===== src/rtl/arb_pkg.sv =====
package arb_pkg;
    localparam int unsigned STRM_NUM_DEF = 8;
    localparam int unsigned LVL_W_DEF    = 2;
endpackage


===== src/rtl/arb_lvl_max.sv =====
module arb_lvl_max #(
    parameter int unsigned STRM_NUM = 8,
    parameter int unsigned LVL_W    = 2
) (
    input  logic [STRM_NUM-1:0]       req_i,
    input  logic [STRM_NUM*LVL_W-1:0] prio_i,
    output logic [LVL_W-1:0]          max_o,
    output logic                      any_o
);
    logic [LVL_W-1:0] lvl_eff [STRM_NUM];

    for (genvar g = 0; g < STRM_NUM; g++) begin : g_mask
        assign lvl_eff[g] = req_i[g] ? prio_i[g*LVL_W +: LVL_W] : '0;
    end

    always_comb begin
        max_o = '0;
        for (int i = 0; i < STRM_NUM; i++) begin
            if (lvl_eff[i] > max_o) begin
                max_o = lvl_eff[i];
            end
        end
    end

    assign any_o = |req_i;
endmodule


===== src/rtl/arb_pick.sv =====
module arb_pick #(
    parameter int unsigned STRM_NUM = 8,
    parameter int unsigned LVL_W    = 2,
    localparam int unsigned IDX_W   = $clog2(STRM_NUM)
) (
    input  logic [STRM_NUM-1:0]       req_i,
    input  logic [STRM_NUM*LVL_W-1:0] prio_i,
    input  logic [LVL_W-1:0]          max_i,
    output logic [STRM_NUM-1:0]       onehot_o,
    output logic [IDX_W-1:0]          idx_o
);
    logic [STRM_NUM-1:0] cand;

    for (genvar g = 0; g < STRM_NUM; g++) begin : g_cand
        assign cand[g] = req_i[g] && (prio_i[g*LVL_W +: LVL_W] == max_i);
    end

    always_comb begin
        idx_o    = '0;
        onehot_o = '0;
        for (int i = STRM_NUM - 1; i >= 0; i--) begin
            if (cand[i]) begin
                idx_o = IDX_W'(i);
            end
        end
        if (|cand) begin
            onehot_o[idx_o] = 1'b1;
        end
    end
endmodule


===== src/rtl/strm_arb.sv =====
module strm_arb #(
    parameter int unsigned STRM_NUM = arb_pkg::STRM_NUM_DEF,
    parameter int unsigned LVL_W    = arb_pkg::LVL_W_DEF,
    localparam int unsigned IDX_W   = $clog2(STRM_NUM)
) (
    input  logic                      clk_i,
    input  logic                      rst_ni,
    input  logic [STRM_NUM-1:0]       req_i,
    input  logic [STRM_NUM*LVL_W-1:0] prio_i,
    input  logic                      done_i,
    output logic [STRM_NUM-1:0]       grant_o,
    output logic [IDX_W-1:0]          grant_idx_o,
    output logic                      grant_vld_o
);
    typedef struct packed {
        logic [STRM_NUM-1:0] grant;
        logic [IDX_W-1:0]    idx;
        logic                vld;
    } arb_state_t;

    arb_state_t st_d, st_q;

    logic [LVL_W-1:0]    lvl_max;
    logic                req_any;
    logic [STRM_NUM-1:0] win_oh;
    logic [IDX_W-1:0]    win_idx;

    arb_lvl_max #(.STRM_NUM(STRM_NUM), .LVL_W(LVL_W)) u_lvl_max (
        .req_i  (req_i),
        .prio_i (prio_i),
        .max_o  (lvl_max),
        .any_o  (req_any)
    );

    arb_pick #(.STRM_NUM(STRM_NUM), .LVL_W(LVL_W)) u_pick (
        .req_i    (req_i),
        .prio_i   (prio_i),
        .max_i    (lvl_max),
        .onehot_o (win_oh),
        .idx_o    (win_idx)
    );

    // Re-arbitrate only when idle or when the holder signals completion.
    always_comb begin
        st_d = st_q;
        if (!st_q.vld || done_i) begin
            st_d.grant = win_oh;
            st_d.idx   = req_any ? win_idx : '0;
            st_d.vld   = req_any;
        end
    end

    always_ff @(posedge clk_i or negedge rst_ni) begin
        if (!rst_ni) begin
            st_q <= '0;
        end else begin
            st_q <= st_d;
        end
    end

    assign grant_o     = st_q.grant;
    assign grant_idx_o = st_q.idx;
    assign grant_vld_o = st_q.vld;

    // grant shape
    p_onehot_r7: assert property (@(posedge clk_i) disable iff (!rst_ni)
        $onehot0(grant_o) && (grant_vld_o == (grant_o != '0)));
    p_idx_match_r7: assert property (@(posedge clk_i) disable iff (!rst_ni)
        grant_vld_o |-> grant_o[grant_idx_o]);

    // no preemption mid-beat
    p_hold_r5: assert property (@(posedge clk_i) disable iff (!rst_ni)
        (grant_vld_o && !done_i) |=> ($stable(grant_o) && $stable(grant_idx_o) && grant_vld_o));

    // no requests while arbitrating leaves the port idle
    p_idle_r2: assert property (@(posedge clk_i) disable iff (!rst_ni)
        ((!grant_vld_o || done_i) && (req_i == '0)) |=> !grant_vld_o);

    // a fresh grant always belongs to a stream that was requesting
    p_from_req_r6: assert property (@(posedge clk_i) disable iff (!rst_ni)
        (!grant_vld_o || done_i) |=> (!grant_vld_o || (($past(req_i) & grant_o) != '0)));

    // the chosen stream's level is not below any requester's level
    p_lvl_top_r3: assert property (@(posedge clk_i) disable iff (!rst_ni)
        (req_any && (!grant_vld_o || done_i)) |-> (prio_i[win_idx*LVL_W +: LVL_W] == lvl_max && req_i[win_idx]));
endmodule


===== config.mk =====
export PLATFORM = sky130hd
export DESIGN_NAME = strm_arb
export DESIGN_NICKNAME = d
export VERILOG_FILES = /design/src/rtl/arb_pkg.sv /design/src/rtl/arb_lvl_max.sv /design/src/rtl/arb_pick.sv /design/src/rtl/strm_arb.sv
export SDC_FILE = /design/constraint.sdc
export NUM_CORES = 1
export LEC_CHECK = 0
export BUFFER_PORTS_ARGS = -buffer_cell sky130_fd_sc_hd__buf_2
export CORE_MARGIN = 2
export CORE_UTILIZATION = 50
export CTS_BUF_LIST = sky130_fd_sc_hd__clkbuf_4
export DETAILED_ROUTE_END_ITERATION = 16
export HOLD_SLACK_MARGIN = 0.15
export PLACE_DENSITY = 0.78
export SLEW_MARGIN = 15
export SYNTH_ARGS = -nofsm -noshare
export SYNTH_HDL_FRONTEND = slang
export SYNTH_SLANG_ARGS = --single-unit
export TNS_END_PERCENT = 20

===== constraint.sdc =====
create_clock -name clk_i -period 1.4 [get_ports clk_i]
set_clock_uncertainty 0.05 [all_clocks]
set_input_delay 0.07 -clock clk_i [delete_from_list [all_inputs] [get_ports clk_i]]
set_output_delay 0.07 -clock clk_i [all_outputs]
set_load 0.005 [all_outputs]

### Word-level counts from Yosys, hierarchy flattened

Cells that the tools add are included.
W data, S select, Z words.

* register bits after elaboration: 12
* input port bits: 27
* word-level logic and storage cells: 62

* $lt $le $gt $ge: 10
* equality and inequality tests: 8
* muxes and demuxes: 28
* reductions and logical operators: 13

Operators with widths (number)
* $mux W2: 16
* $mux W3: 9
* $eq A2 B2 Y1: 8
* $reduce_or A8 Y1: 2
* $gt A2 B2 Y1: 7
* $logic_and A1 B1 Y1: 9
* $mux W8: 1
* $lt A3 B4 Y1 const B: 1
* $demux W1 S3: 1
* $ge A3 B1 Y1 const B: 1
* $gt A2 B1 Y1 const B: 1
* $logic_not A1 Y1: 1
* $logic_or A1 B1 Y1: 1
* $mux W1: 1

### Longest topological paths before layout

Gate-level depths: netlist of run 1.

* depth after elaboration: 32
* depth in mapped cells: 37
* depth with buffers taken out: 36

### Hierarchy

From an unflattened synthesis of run 1, not the netlist that was laid out.

* cell total of the unflattened synthesis: 164
* area, all modules: 1467.7 um2

Modules (own cells, without submodules)
* arb_lvl_max: instances 1, cells an instance 83, area each 599.3 um2, seq. area each 0.0 um2
* strm_arb: instances 1, cells an instance 32, area each 496.7 um2, seq. area each 300.3 um2
* arb_pick: instances 1, cells an instance 49, area each 371.6 um2, seq. area each 0.0 um2

### Worst setup path after synthesis of run 1

Ideal clock, no wire load.

* path kind: input port to flip-flop
* from: input port prio_i[3]
* to: register st_q (netlist bit grant_o[5])
* setup time: 122 ps
* arrival: 7570 ps
* data required time: 1228 ps
* setup slack: -6341 ps
* cell stages on the path: 37
* path buffers: 1
* cells stage by stage: and2_1 -> ha_1 -> o211ai_1 -> o21ai_0 -> ha_1 -> and2b_4 -> a211o_1 -> and2_2 -> ha_1 -> nand2b_1 -> and3b_1 -> a21o_1 -> ha_1 -> nor2b_1 -> nor2_1 -> a311oi_4 -> nor2_1 -> ha_1 -> inv_1 -> o22ai_1 -> mux2_2 -> a21o_2 -> inv_1 -> ha_1 -> nor2b_1 -> or3_4 -> o21ai_0 -> ha_1 -> nor2b_1 -> or2_0 -> mux2_4 -> clkbuf_8 -> mux2_2 -> nand4_1 -> a311oi_1 -> o22ai_2 -> a32o_1

* word-level cells in the longest chain between the ends: 30

RTL lines
* start, declared: line strm_arb.sv:9 `input logic [STRM_NUM*LVL_W-1:0] prio_i,`
* $mux W2: line arb_lvl_max.sv:13 `assign lvl_eff[g] = req_i[g] ? prio_i[g*LVL_W +: LVL_W] : '0;`
* $gt A2 B2 Y1: line arb_lvl_max.sv:19 `if (lvl_eff[i] > max_o) begin`
* $mux W2: line arb_lvl_max.sv:19
* $gt A2 B2 Y1: line arb_lvl_max.sv:19
* $mux W2: line arb_lvl_max.sv:19
* $gt A2 B2 Y1: line arb_lvl_max.sv:19
* $mux W2: line arb_lvl_max.sv:19
* $gt A2 B2 Y1: line arb_lvl_max.sv:19
* (+7 left out)
* $eq A2 B2 Y1: line arb_pick.sv:15 `assign cand[g] = req_i[g] && (prio_i[g*LVL_W +: LVL_W] == max_i);`
* $logic_and A1 B1 Y1: line arb_pick.sv:15
* $mux W3 (8 in series): line arb_pick.sv:22 `if (cand[i]) begin`
* $lt A3 B4 Y1 (implied by the code) / $ge A3 B1 Y1 (equally long branches): line arb_pick.sv:27 `onehot_o[idx_o] = 1'b1;`
* $logic_and A1 B1 Y1 (implied by the code): line arb_pick.sv:27
* $mux W1 (implied by the code): line arb_pick.sv:27
* $demux W1 S3
* $mux W8 (*): line arb_pick.sv:26 `if (|cand) begin`
* end signal, assigned: line strm_arb.sv:57 `st_q <= st_d;`
* end, declared: line strm_arb.sv:21 `arb_state_t st_d, st_q;`

Mark *: on every way between the ends. The rest lies on a longest branch, timed or not.
A chain may end at the register's enable or synchronous reset.

### Final worst setup path of run 1

* from: input port req_i[1]
* to: register st_q (netlist bit grant_idx_o[2])

* word-level cells in the longest chain between the ends: 26

RTL lines
* start, declared: line strm_arb.sv:8 `input logic [STRM_NUM-1:0] req_i,`
* $mux W2: line arb_lvl_max.sv:13
* $gt A2 B2 Y1: line arb_lvl_max.sv:19
* $mux W2: line arb_lvl_max.sv:19
* $gt A2 B2 Y1: line arb_lvl_max.sv:19
* $mux W2: line arb_lvl_max.sv:19
* $gt A2 B2 Y1: line arb_lvl_max.sv:19
* $mux W2: line arb_lvl_max.sv:19
* $gt A2 B2 Y1: line arb_lvl_max.sv:19
* (+3 left out)
* $gt A2 B2 Y1: line arb_lvl_max.sv:19
* $mux W2: line arb_lvl_max.sv:19
* $gt A2 B2 Y1: line arb_lvl_max.sv:19
* $mux W2: line arb_lvl_max.sv:19
* $eq A2 B2 Y1: line arb_pick.sv:15
* $logic_and A1 B1 Y1: line arb_pick.sv:15
* $mux W3 (8 in series): line arb_pick.sv:22
* $mux W3 (*): line strm_arb.sv:48 `st_d.idx = req_any ? win_idx : '0;`

Marks and branches as above.

==> results of run 1 <==
==> cells in the mapped netlist, drive strengths merged <==
library cell  count
a2111o            2
a211o             4
a211oi            5
a21o              4
a21oi             7
a22o              4
a311oi            2
a32o              2
and2              3
and2b             1
and3b             2
buf               1
clkbuf            3
dfrtp            12
ha               20
inv              11
mux2              6
mux2i             2
nand2            33
nand2b            1
nand3             5
nand3b            1
nand4             3
nand4b            1
nor2             11
nor2b             5
nor3              5
nor4              5
o211ai            2
o21ai             6
o21ba             4
o21bai            1
o221ai            1
o22ai             3
o32ai             2
o41ai             2
or2               1
or3               1
or4               2
xnor2             4
xor2              7
==> sequential cells by signal, indices dropped and copies added (netlist names) <==
name	cells
grant_vld_o	1
grant_idx_o	3
grant_o	8
==> critical path, delay by kind of cell <==
kind / cells / cell delay [ps]
buf+inv: 5 / 490
mux: 2 / 540
fa+ha+maj: 7 / 1700
compound gates: 10 / 2010
simple gates: 14 / 2660
==> cell type report <==
type	instances	area, µm²
multi-input combinational	170	1530
timing repair buffer	129	928
sequential	12	300
fill	125	221
tap	44	55.1
inverter	11	43.8
clock buffer	3	22.5
clock inverter	1	3.75
==> worst max path at each step <==
stage / end / slack, ps / cells past startpoint
2_1_floorplan: grant_o[6] / -5940 / 37
3_3_place_gp: grant_o[6] / -5930 / 39
3_5_place_dp: grant_o[7] / -6210 / 40
4_1_cts: grant_o[6] / -5610 / 37
5_1_grt: grant_o[6] / -6250 / 37
6_report: grant_idx_o[2] / -6000 / 38
==> power breakdown <==
part	internal, mW	total, mW	leakage [nW]	switching, mW
combinational	1.29	2.52	1.30	1.23
sequential	0.440	0.506	0.156	0.0658
clock	0.104	0.258	0.0154	0.154
total	1.83	3.28	1.47	1.45
==> layer usage <==
metal,track usage [%],share of wire [%]
met4,14.6,6.0
met5,0,0
met1,42.7,36
met2,70.8,48
met3,7.98,9.9
==> through the flow <==
step / total power, mW / setup slack (ps)
finish: 3.28 / -6000
global route: 3.39 / -6250
CTS: 2.90 / -5610
detailed placement: 2.44 / -6210
global placement: 2.34 / -5930
floorplan: 1.57 / -5940
==> cell families (layout without fill, tap and decap cells) <==
family,after synthesis,after routing
and+or+nand+nor,80,80
AOI/OAI and AO/OA,51,51
adders and majority gates,20,20
buffers and inverters,15,144
DFF,12,12
xor gates and xnor gates,11,11
muxes,8,8
==> what timing repair did <==
action                                  in CTS  in global routing
endpoints found under the setup margin      11                 23
hold buffers                                 3                  0
pin swaps                                   25                 11
hold endpoints to repair                    13                  0
buffers inserted                            10                  5
resized for setup                           22                 12
==> flow_metrics.py, run 1 <==
metrics = {
    "status": {
        "status": "complete, but fails checks",
        "violations": "setup timing",
    },
    "routing": {
        "drt-initial-drc-count": 333,
        "first_pass_iters": 5,
        "wl_per_cell_um": 20.7,
        "final_antenna_net_count": 0,
        "routed_wirelength_um": 7670,
        "vias": 2359,
        "route.detailed.drc": 0,
        "routed_via_density": 6.38,
    },
    "timing": {
        "setup_viol": 11,
        "slew_viol_final": 0,
        "fin_hold_ws_ps": 234,
        "period_share_pct": 528,
        "setup_tns_ps": -64480,
        "setup_slack_ps": -6000,
        "clock.fmax_mhz": 135,
        "worst_pin_slew_ps": 641,
        "period_minus_slack_ps": 7400,
        "final-hold-violation-count": 0,
        "rsz0062_at_grt": "yes",
        "max-slew-margin-rel_pct": 57.1,
    },
    "critical_path": {
        "reg2reg_depth": 4,
        "timing.rr.end": "grant_o[6]",
        "critPathCaptureType": "flip-flop",
        "path_class": "in -> reg",
        "regToRegStartpoint": "grant_vld_o",
        "arrival_ps": 7520,
        "path_max_fanout": 4,
        "critPathRequiredTime_ps": 1530,
        "critical-path-slowest-cell": "or4_1",
        "slowest_delay_ps": 560,
        "start_kind": "input pin",
        "cp_common_cell": "ha_4",
        "r2r_setup_slack_ps": -270,
        "crit_path_start": "req_i[1]",
    },
    "global_routing": {
        "grt_pass1_wl_um": 10700,
        "grt_pass1_vias": 2326,
        "gr-total-overflow": 0,
        "antenna_found_initial": 0,
        "grt.total_usage_pct": 38.3,
        "grt_max_degree": 17,
    },
    "cts": {
        "numCtsBuffers": 3,
        "insertion_delay_ps": 290,
        "ctsLongestPathBuffers": 2,
        "cts_tree": "built",
        "cts_num_sinks": 12,
        "clk_pin_slew_worst_paths_ps": 100,
        "cts-htree-levels": 1,
        "cts_root_buffer": "clkbuf_4",
    },
    "finish": {
        "n_antenna_cell": 0,
        "drive_gt1_share_pct": 58.0,
        "layout.cells.non_filler": 370,
        "final_cell_mix": "buf_4, buf_2, nand2_1",
        "area_growth_pct": 74.5,
        "final_util_pct": 92.9,
        "fin_area_um2": 2880,
        "finalNetCount": 374,
        "final_common_cell": "buf_4",
    },
    "placement": {
        "gp_congestion": 0.924,
        "hpwlAfterDp_um": 4460,
        "post_dp_cell_area_um2": 2560,
        "dp.cells": 348,
        "port_buffers": 38,
    },
    "logic_synthesis": {
        "synth.area.top_cells": "dfrtp_1, ha_1, nand2_1",
        "synth.area.mux_share_pct": 5.76,
        "synth_xor_area_share_pct": 5.83,
        "syn_area_per_cell_um2": 8.38,
        "synthCells": 197,
        "synth_top_area_share_pct": 18.2,
        "synth_top_area_cell": "dfrtp_1",
        "synth.ff_latch_count": 12,
        "synth_compound_area_share_pct": 25.7,
        "ys_seq_area_share_pct": 18.2,
        "syn_area_um2": 1650,
        "synth-simple-area-share_pct": 25.3,
        "yosys.area_share.adder_pct": 15.2,
        "ys_warn_count": 0,
        "syn-num-nets": 244,
        "synth_top_family_by_area": "compound AO/OA/AOI/OAI gates",
        "synthDistinctLibCells": 57,
    },
    "power": {
        "vdd_drop_max_mv": 0.950,
        "p_leak_nw": 1.47,
        "powerDensity_nw_per_um2": 1140,
    },
    "run": {
        "drv_cap": 0,
    },
    "floorplan": {
        "start_util_pct": 53.2,
        "ios": 39,
        "num_rows": 20,
        "coreArea_um2": 3100,
        "die_x_um": 61.5,
        "die_area_um2": 3780,
        "die_h_um": 61.5,
    },
    "min_path": {
        "holdCritPathClass": "in -> async",
    },
}
Power figures use the tool's default switching activity.
==> inputs of run 2 (changes only) <==
- CTS_CLUSTER_SIZE: not set -> 40
- TNS_END_PERCENT: 20 -> 5
- clock period: 1.4 -> 6.7 ns (I/O delays scaled with it)
==> run 2 against run 1 <==
The run still ends with setup timing left. Register-to-register slack improved by 5300 ps. Die area stayed put. Global-route usage fell by 12 points. Flip-flop and latch count did not move. Via count down 22%. Total power is 83% lower. Hold slack better by 68 ps. Wire length fell by 41%. Setup slack improved by 5400 ps. Largest cell class unchanged. Highest routed layer unchanged.
==> flow_metrics.py, run 2 (synthesis results as in run 1) <==
metrics = {
    "timing": {
        "slew_viol_final": 0,
        "period_share_pct": 109,
        "period_minus_slack_ps": 7280,
        "clock.fmax_mhz": 137,
        "rsz0062_at_grt": "yes",
        "setup_tns_ps": -4390,
        "setup_slack_ps": -582,
        "setup_viol": 10,
        "max-slew-margin-rel_pct": 51.3,
        "worst_pin_slew_ps": 725,
        "final-hold-violation-count": 0,
    },
    "routing": {
        "route.detailed.drc": 0,
        "routed_wirelength_um": 4550,
        "final_antenna_net_count": 0,
        "drt-initial-drc-count": 48,
        "first_pass_iters": 4,
        "wl_per_cell_um": 13.8,
        "routed_via_density": 5.57,
        "vias": 1832,
    },
    "global_routing": {
        "grt_max_degree": 18,
        "grt.total_usage_pct": 26.0,
        "grt_pass1_wl_um": 7440,
        "grt_pass1_vias": 1737,
        "gr-total-overflow": 0,
        "antenna_found_initial": 0,
    },
    "floorplan": {
        "num_rows": 20,
        "coreArea_um2": 3100,
        "start_util_pct": 53.2,
        "ios": 39,
        "die_h_um": 61.5,
        "die_x_um": 61.5,
        "die_area_um2": 3780,
    },
    "finish": {
        "layout.cells.non_filler": 329,
        "drive_gt1_share_pct": 48.8,
        "n_antenna_cell": 0,
        "ff_latch_area_um2": 300,
        "multiInputGateArea_um2": 1450,
        "final_util_pct": 79.0,
        "final_common_cell": "buf_4",
        "finalNetCount": 333,
        "area_growth_pct": 48.4,
        "final_cell_mix": "buf_4, buf_2, nand2_1",
        "largest_reg_flops": 8,
        "fillCellCount": 262,
    },
    "critical_path": {
        "slowest_delay_ps": 520,
        "start_kind": "input pin",
        "path_class": "in -> reg",
        "critical-path-slowest-cell": "or4_1",
        "regToRegStartpoint": "grant_vld_o",
        "timing.rr.end": "grant_o[6]",
        "arrival_ps": 7450,
        "path_max_fanout": 5,
        "critPathRequiredTime_ps": 6870,
        "reg2reg_depth": 5,
        "r2r_setup_slack_ps": 5030,
        "critPathCaptureType": "flip-flop",
        "cp_common_cell": "ha_1",
    },
    "placement": {
        "dp.cells": 317,
        "port_buffers": 38,
        "hpwlAfterDp_um": 3710,
        "gp_congestion": 0.838,
        "dp_slack_ps": -963,
    },
    "cts": {
        "cts_num_sinks": 12,
        "cts-htree-levels": 1,
        "ctsLongestPathBuffers": 2,
        "clk_pin_slew_worst_paths_ps": 80,
        "cts_tree": "built",
        "insertion_delay_ps": 290,
        "cts_root_buffer": "clkbuf_4",
        "numCtsBuffers": 3,
    },
    "power": {
        "vdd_drop_max_mv": 0.121,
        "powerDensity_nw_per_um2": 228,
        "p_total_mw": 0.559,
        "p_leak_nw": 1.23,
    },
    "min_path": {
        "hold_depth": 3,
        "holdCritStartpoint": "req_i[6]",
        "min_to": "grant_vld_o",
        "holdCritPathClass": "in -> reg",
    },
    "status": {
        "status": "complete, but fails checks",
        "violations": "setup timing",
    },
    "run": {
        "drv_cap": 0,
    },
}
[run 2: worst max path at each step]
stage / startpoint / endpoint / slack [ps] / cells past startpoint
final: prio_i[3] / grant_o[6] / -580 / 37
after floorplan: prio_i[3] / grant_o[6] / -910 / 37
after CTS: prio_i[3] / grant_o[6] / -530 / 37
after global routing: prio_i[3] / grant_o[2] / -880 / 39
after detailed placement: prio_i[3] / grant_o[6] / -960 / 37
after global placement: prio_i[3] / grant_idx_o[1] / -820 / 37
[run 2: layout make-up]
class / count / share of cell area (%)
Multi-Input combinational cell: 170 / 59.2
Clock inverter: 1 / 0.153
Tap cell: 44 / 2.25
Clock buffer: 3 / 0.919
Timing Repair Buffer: 88 / 23.4
Inverter: 11 / 1.79
Sequential cell: 12 / 12.3
[run 2: repair_timing]
action	CTS	global route
hold buffers	1	0
buffers inserted	7	0
endpoints found under the hold margin	12	0
pin swaps	16	1
setup endpoints to repair	11	11
gates resized for setup	9	4
[run 2: power breakdown]
part	switching [mW]	total (mW)	internal (mW)	leakage, nW
clock network	0.0260	0.0476	0.0217	0.0154
logic	0.192	0.409	0.217	1.06
registers	0.0107	0.103	0.0919	0.156
[run 2: per-layer routing]
layer | share of wire [%] | global-route usage [%] | up-vias
li1 | - | - | 911
met1 | 43 | 33.0 | 861
met2 | 50 | 46.5 | 52
met3 | 4.7 | 3.36 | 8
met4 | 2.0 | 6.69 | 0
met5 | 0 | 0 | -
[run 2: stage by stage]
stage	area, µm²	hold slack (ps)
5_1_grt	2450	320
3_5_place_dp	2300	177
4_1_cts	2430	300
3_3_place_gp	2300	171
2_1_floorplan	1770	-10.6
6_report	2450	302
[run 2: worst max-delay path, delay by kind of cell]
kind                       cells  cell delay, ps
muxes                          3             860
buffers and inverters          3             190
and+or+nand+nor               13            2400
AOI/OAI and AO/OA             11            1960
adders and majority gates      7            1710
==> inputs of run 3 (changes only) <==
- CORE_ASPECT_RATIO: not set -> 0.5
==> run 3 against run 2 <==
Register-to-register slack worse by 30 ps. The run still ends with setup timing left. Critical path depth increased by 2. Flip-flop and latch count unchanged. Highest routed layer unchanged. Clock power down 6.9%. Maximum frequency is 0.50% lower. Largest power group unchanged. Utilization is 2.4 points higher.
==> flow_metrics.py, run 3 (synthesis results as in run 1) <==
metrics = {
    "floorplan": {
        "die_h_um": 44.6,
        "num_rows": 14,
        "coreArea_um2": 3080,
        "start_util_pct": 53.6,
        "die_x_um": 85.3,
        "die_area_um2": 3810,
        "ios": 39,
    },
    "timing": {
        "clock.fmax_mhz": 137,
        "rsz0062_at_grt": "yes",
        "slew_viol_final": 0,
        "period_minus_slack_ps": 7320,
        "max-slew-margin-rel_pct": 51.8,
        "worst_pin_slew_ps": 718,
        "setup_viol": 11,
        "setup_slack_ps": -619,
        "period_share_pct": 109,
        "final-hold-violation-count": 0,
    },
    "power": {
        "power.switching_mw": 0.241,
        "switching_share_pct": 42.4,
        "p_total_mw": 0.569,
        "intPower_mw": 0.328,
        "pwr-share-clk_pct": 7.8,
        "power_frac_comb_pct": 74.4,
        "vdd_drop_max_mv": 0.183,
        "p_seq_share_pct": 17.8,
        "p_leak_nw": 1.26,
        "powerDensity_nw_per_um2": 227,
    },
    "routing": {
        "routed_via_density": 5.94,
        "route.detailed.drc": 0,
        "routed_wirelength_um": 5350,
        "wl_per_cell_um": 16.4,
        "first_pass_iters": 4,
        "vias": 1936,
        "final_antenna_net_count": 0,
        "drt-initial-drc-count": 143,
    },
    "cts": {
        "insertion_delay_ps": 270,
        "numCtsBuffers": 3,
        "cts_root_buffer": "clkbuf_4",
        "clk_pin_slew_worst_paths_ps": 80,
        "cts-htree-levels": 1,
        "cts_tree": "built",
        "cts_num_sinks": 12,
        "ctsLongestPathBuffers": 2,
    },
    "finish": {
        "drive_gt1_share_pct": 50.0,
        "layout.cells.non_filler": 326,
        "area_growth_pct": 51.9,
        "largest_reg_flops": 8,
        "fillCellCount": 192,
        "final_util_pct": 81.4,
        "final_cell_mix": "buf_4, buf_2, nand2_1",
        "final_common_cell": "buf_4",
        "n_antenna_cell": 0,
        "finalNetCount": 334,
    },
    "critical_path": {
        "reg2reg_depth": 6,
        "arrival_ps": 7480,
        "path_class": "in -> reg",
        "critPathRequiredTime_ps": 6860,
        "cp_common_cell": "ha_1",
        "critPathCaptureType": "flip-flop",
        "slowest_delay_ps": 370,
        "critical-path-slowest-cell": "nor4_1",
        "regToRegStartpoint": "grant_vld_o",
        "timing.rr.end": "grant_o[7]",
        "start_kind": "input pin",
        "path_max_fanout": 6,
        "r2r_setup_slack_ps": 5000,
    },
    "min_path": {
        "min_to": "grant_vld_o",
        "holdCritStartpoint": "req_i[7]",
        "holdCritPathClass": "in -> reg",
        "hold_depth": 3,
    },
    "global_routing": {
        "grt_pass1_wl_um": 8320,
        "grt_pass1_vias": 1837,
        "gr-total-overflow": 0,
        "antenna_found_initial": 0,
        "grt_max_degree": 18,
        "grt.total_usage_pct": 27.9,
    },
    "placement": {
        "gp_congestion": 0.867,
        "hpwlAfterDp_um": 3860,
        "port_buffers": 38,
        "dp.cells": 308,
    },
    "status": {
        "status": "complete, but fails checks",
        "violations": "setup timing",
    },
    "run": {
        "drv_cap": 0,
    },
}
==> run 3: timing repair <==
action / 4_1_cts / 5_1_grt
hold buffers: 1 / 0
pin swaps: 22 / 4
endpoints found under the setup margin: 11 / 11
endpoints found under the hold margin: 12 / 0
gates resized for setup: 14 / 9
setup buffers: 13 / 0
==> run 3: final cells by class <==
type                       instances  area (µm²)  area share [%]
clock inverter                     1        3.75           0.150
timing repair buffer              89         593            23.6
tap                               40        50.0            2.00
multi-input combinational        170        1500            59.6
clock buffer                       3        22.5           0.898
sequential                        12         300            12.0
inverter                          11        43.8            1.75
==> run 3: power groups by stage <==
| stage | Combinational, mW | Clock [mW] | Sequential, mW |
|---|---|---|---|
| after floorplan | 0.223 | 0 | 0.105 |
| after global placement | 0.347 | 0 | 0.102 |
| after detailed placement | 0.364 | 0 | 0.103 |
| after CTS | 0.397 | 0.0459 | 0.102 |
| after global routing | 0.449 | 0.0476 | 0.104 |
| final | 0.423 | 0.0443 | 0.102 |
==> run 3: how the worst max path moves through the flow <==
stage,from,to,cells past startpoint
finish,req_i[1],grant_o[7],39
detailed placement,prio_i[3],grant_o[4],37
floorplan,prio_i[3],grant_o[6],37
CTS,req_i[1],grant_o[6],37
global route,req_i[1],grant_o[5],42
global placement,prio_i[3],grant_o[5],37
==> run 3: metrics by stage <==
step	hold WS [ps]	cell area [µm²]	TNS [ps]	setup slack, ps
after floorplan	-10.6	1770	-8460	-907
after global placement	165	2260	-8650	-875
after detailed placement	174	2260	-11060	-1110
after CTS	289	2460	-4800	-562
after global routing	336	2510	-8580	-876
final	301	2510	-5710	-619
==> run 3: routing by layer <==
metal | wire (µm) | global-route usage, %
met1 | 2340 | 35.7
met2 | 2420 | 50.5
met3 | 388 | 2.61
met4 | 203 | 10.2
met5 | 0 | 0
==> run 3: worst max-delay path: cells and delay by family <==
kind / cells / cell delay, ps
and+or+nand+nor: 13 / 2140
buffers and inverters: 5 / 530
adders and majority gates: 7 / 1650
muxes: 3 / 870
AOI/OAI and AO/OA: 11 / 1970
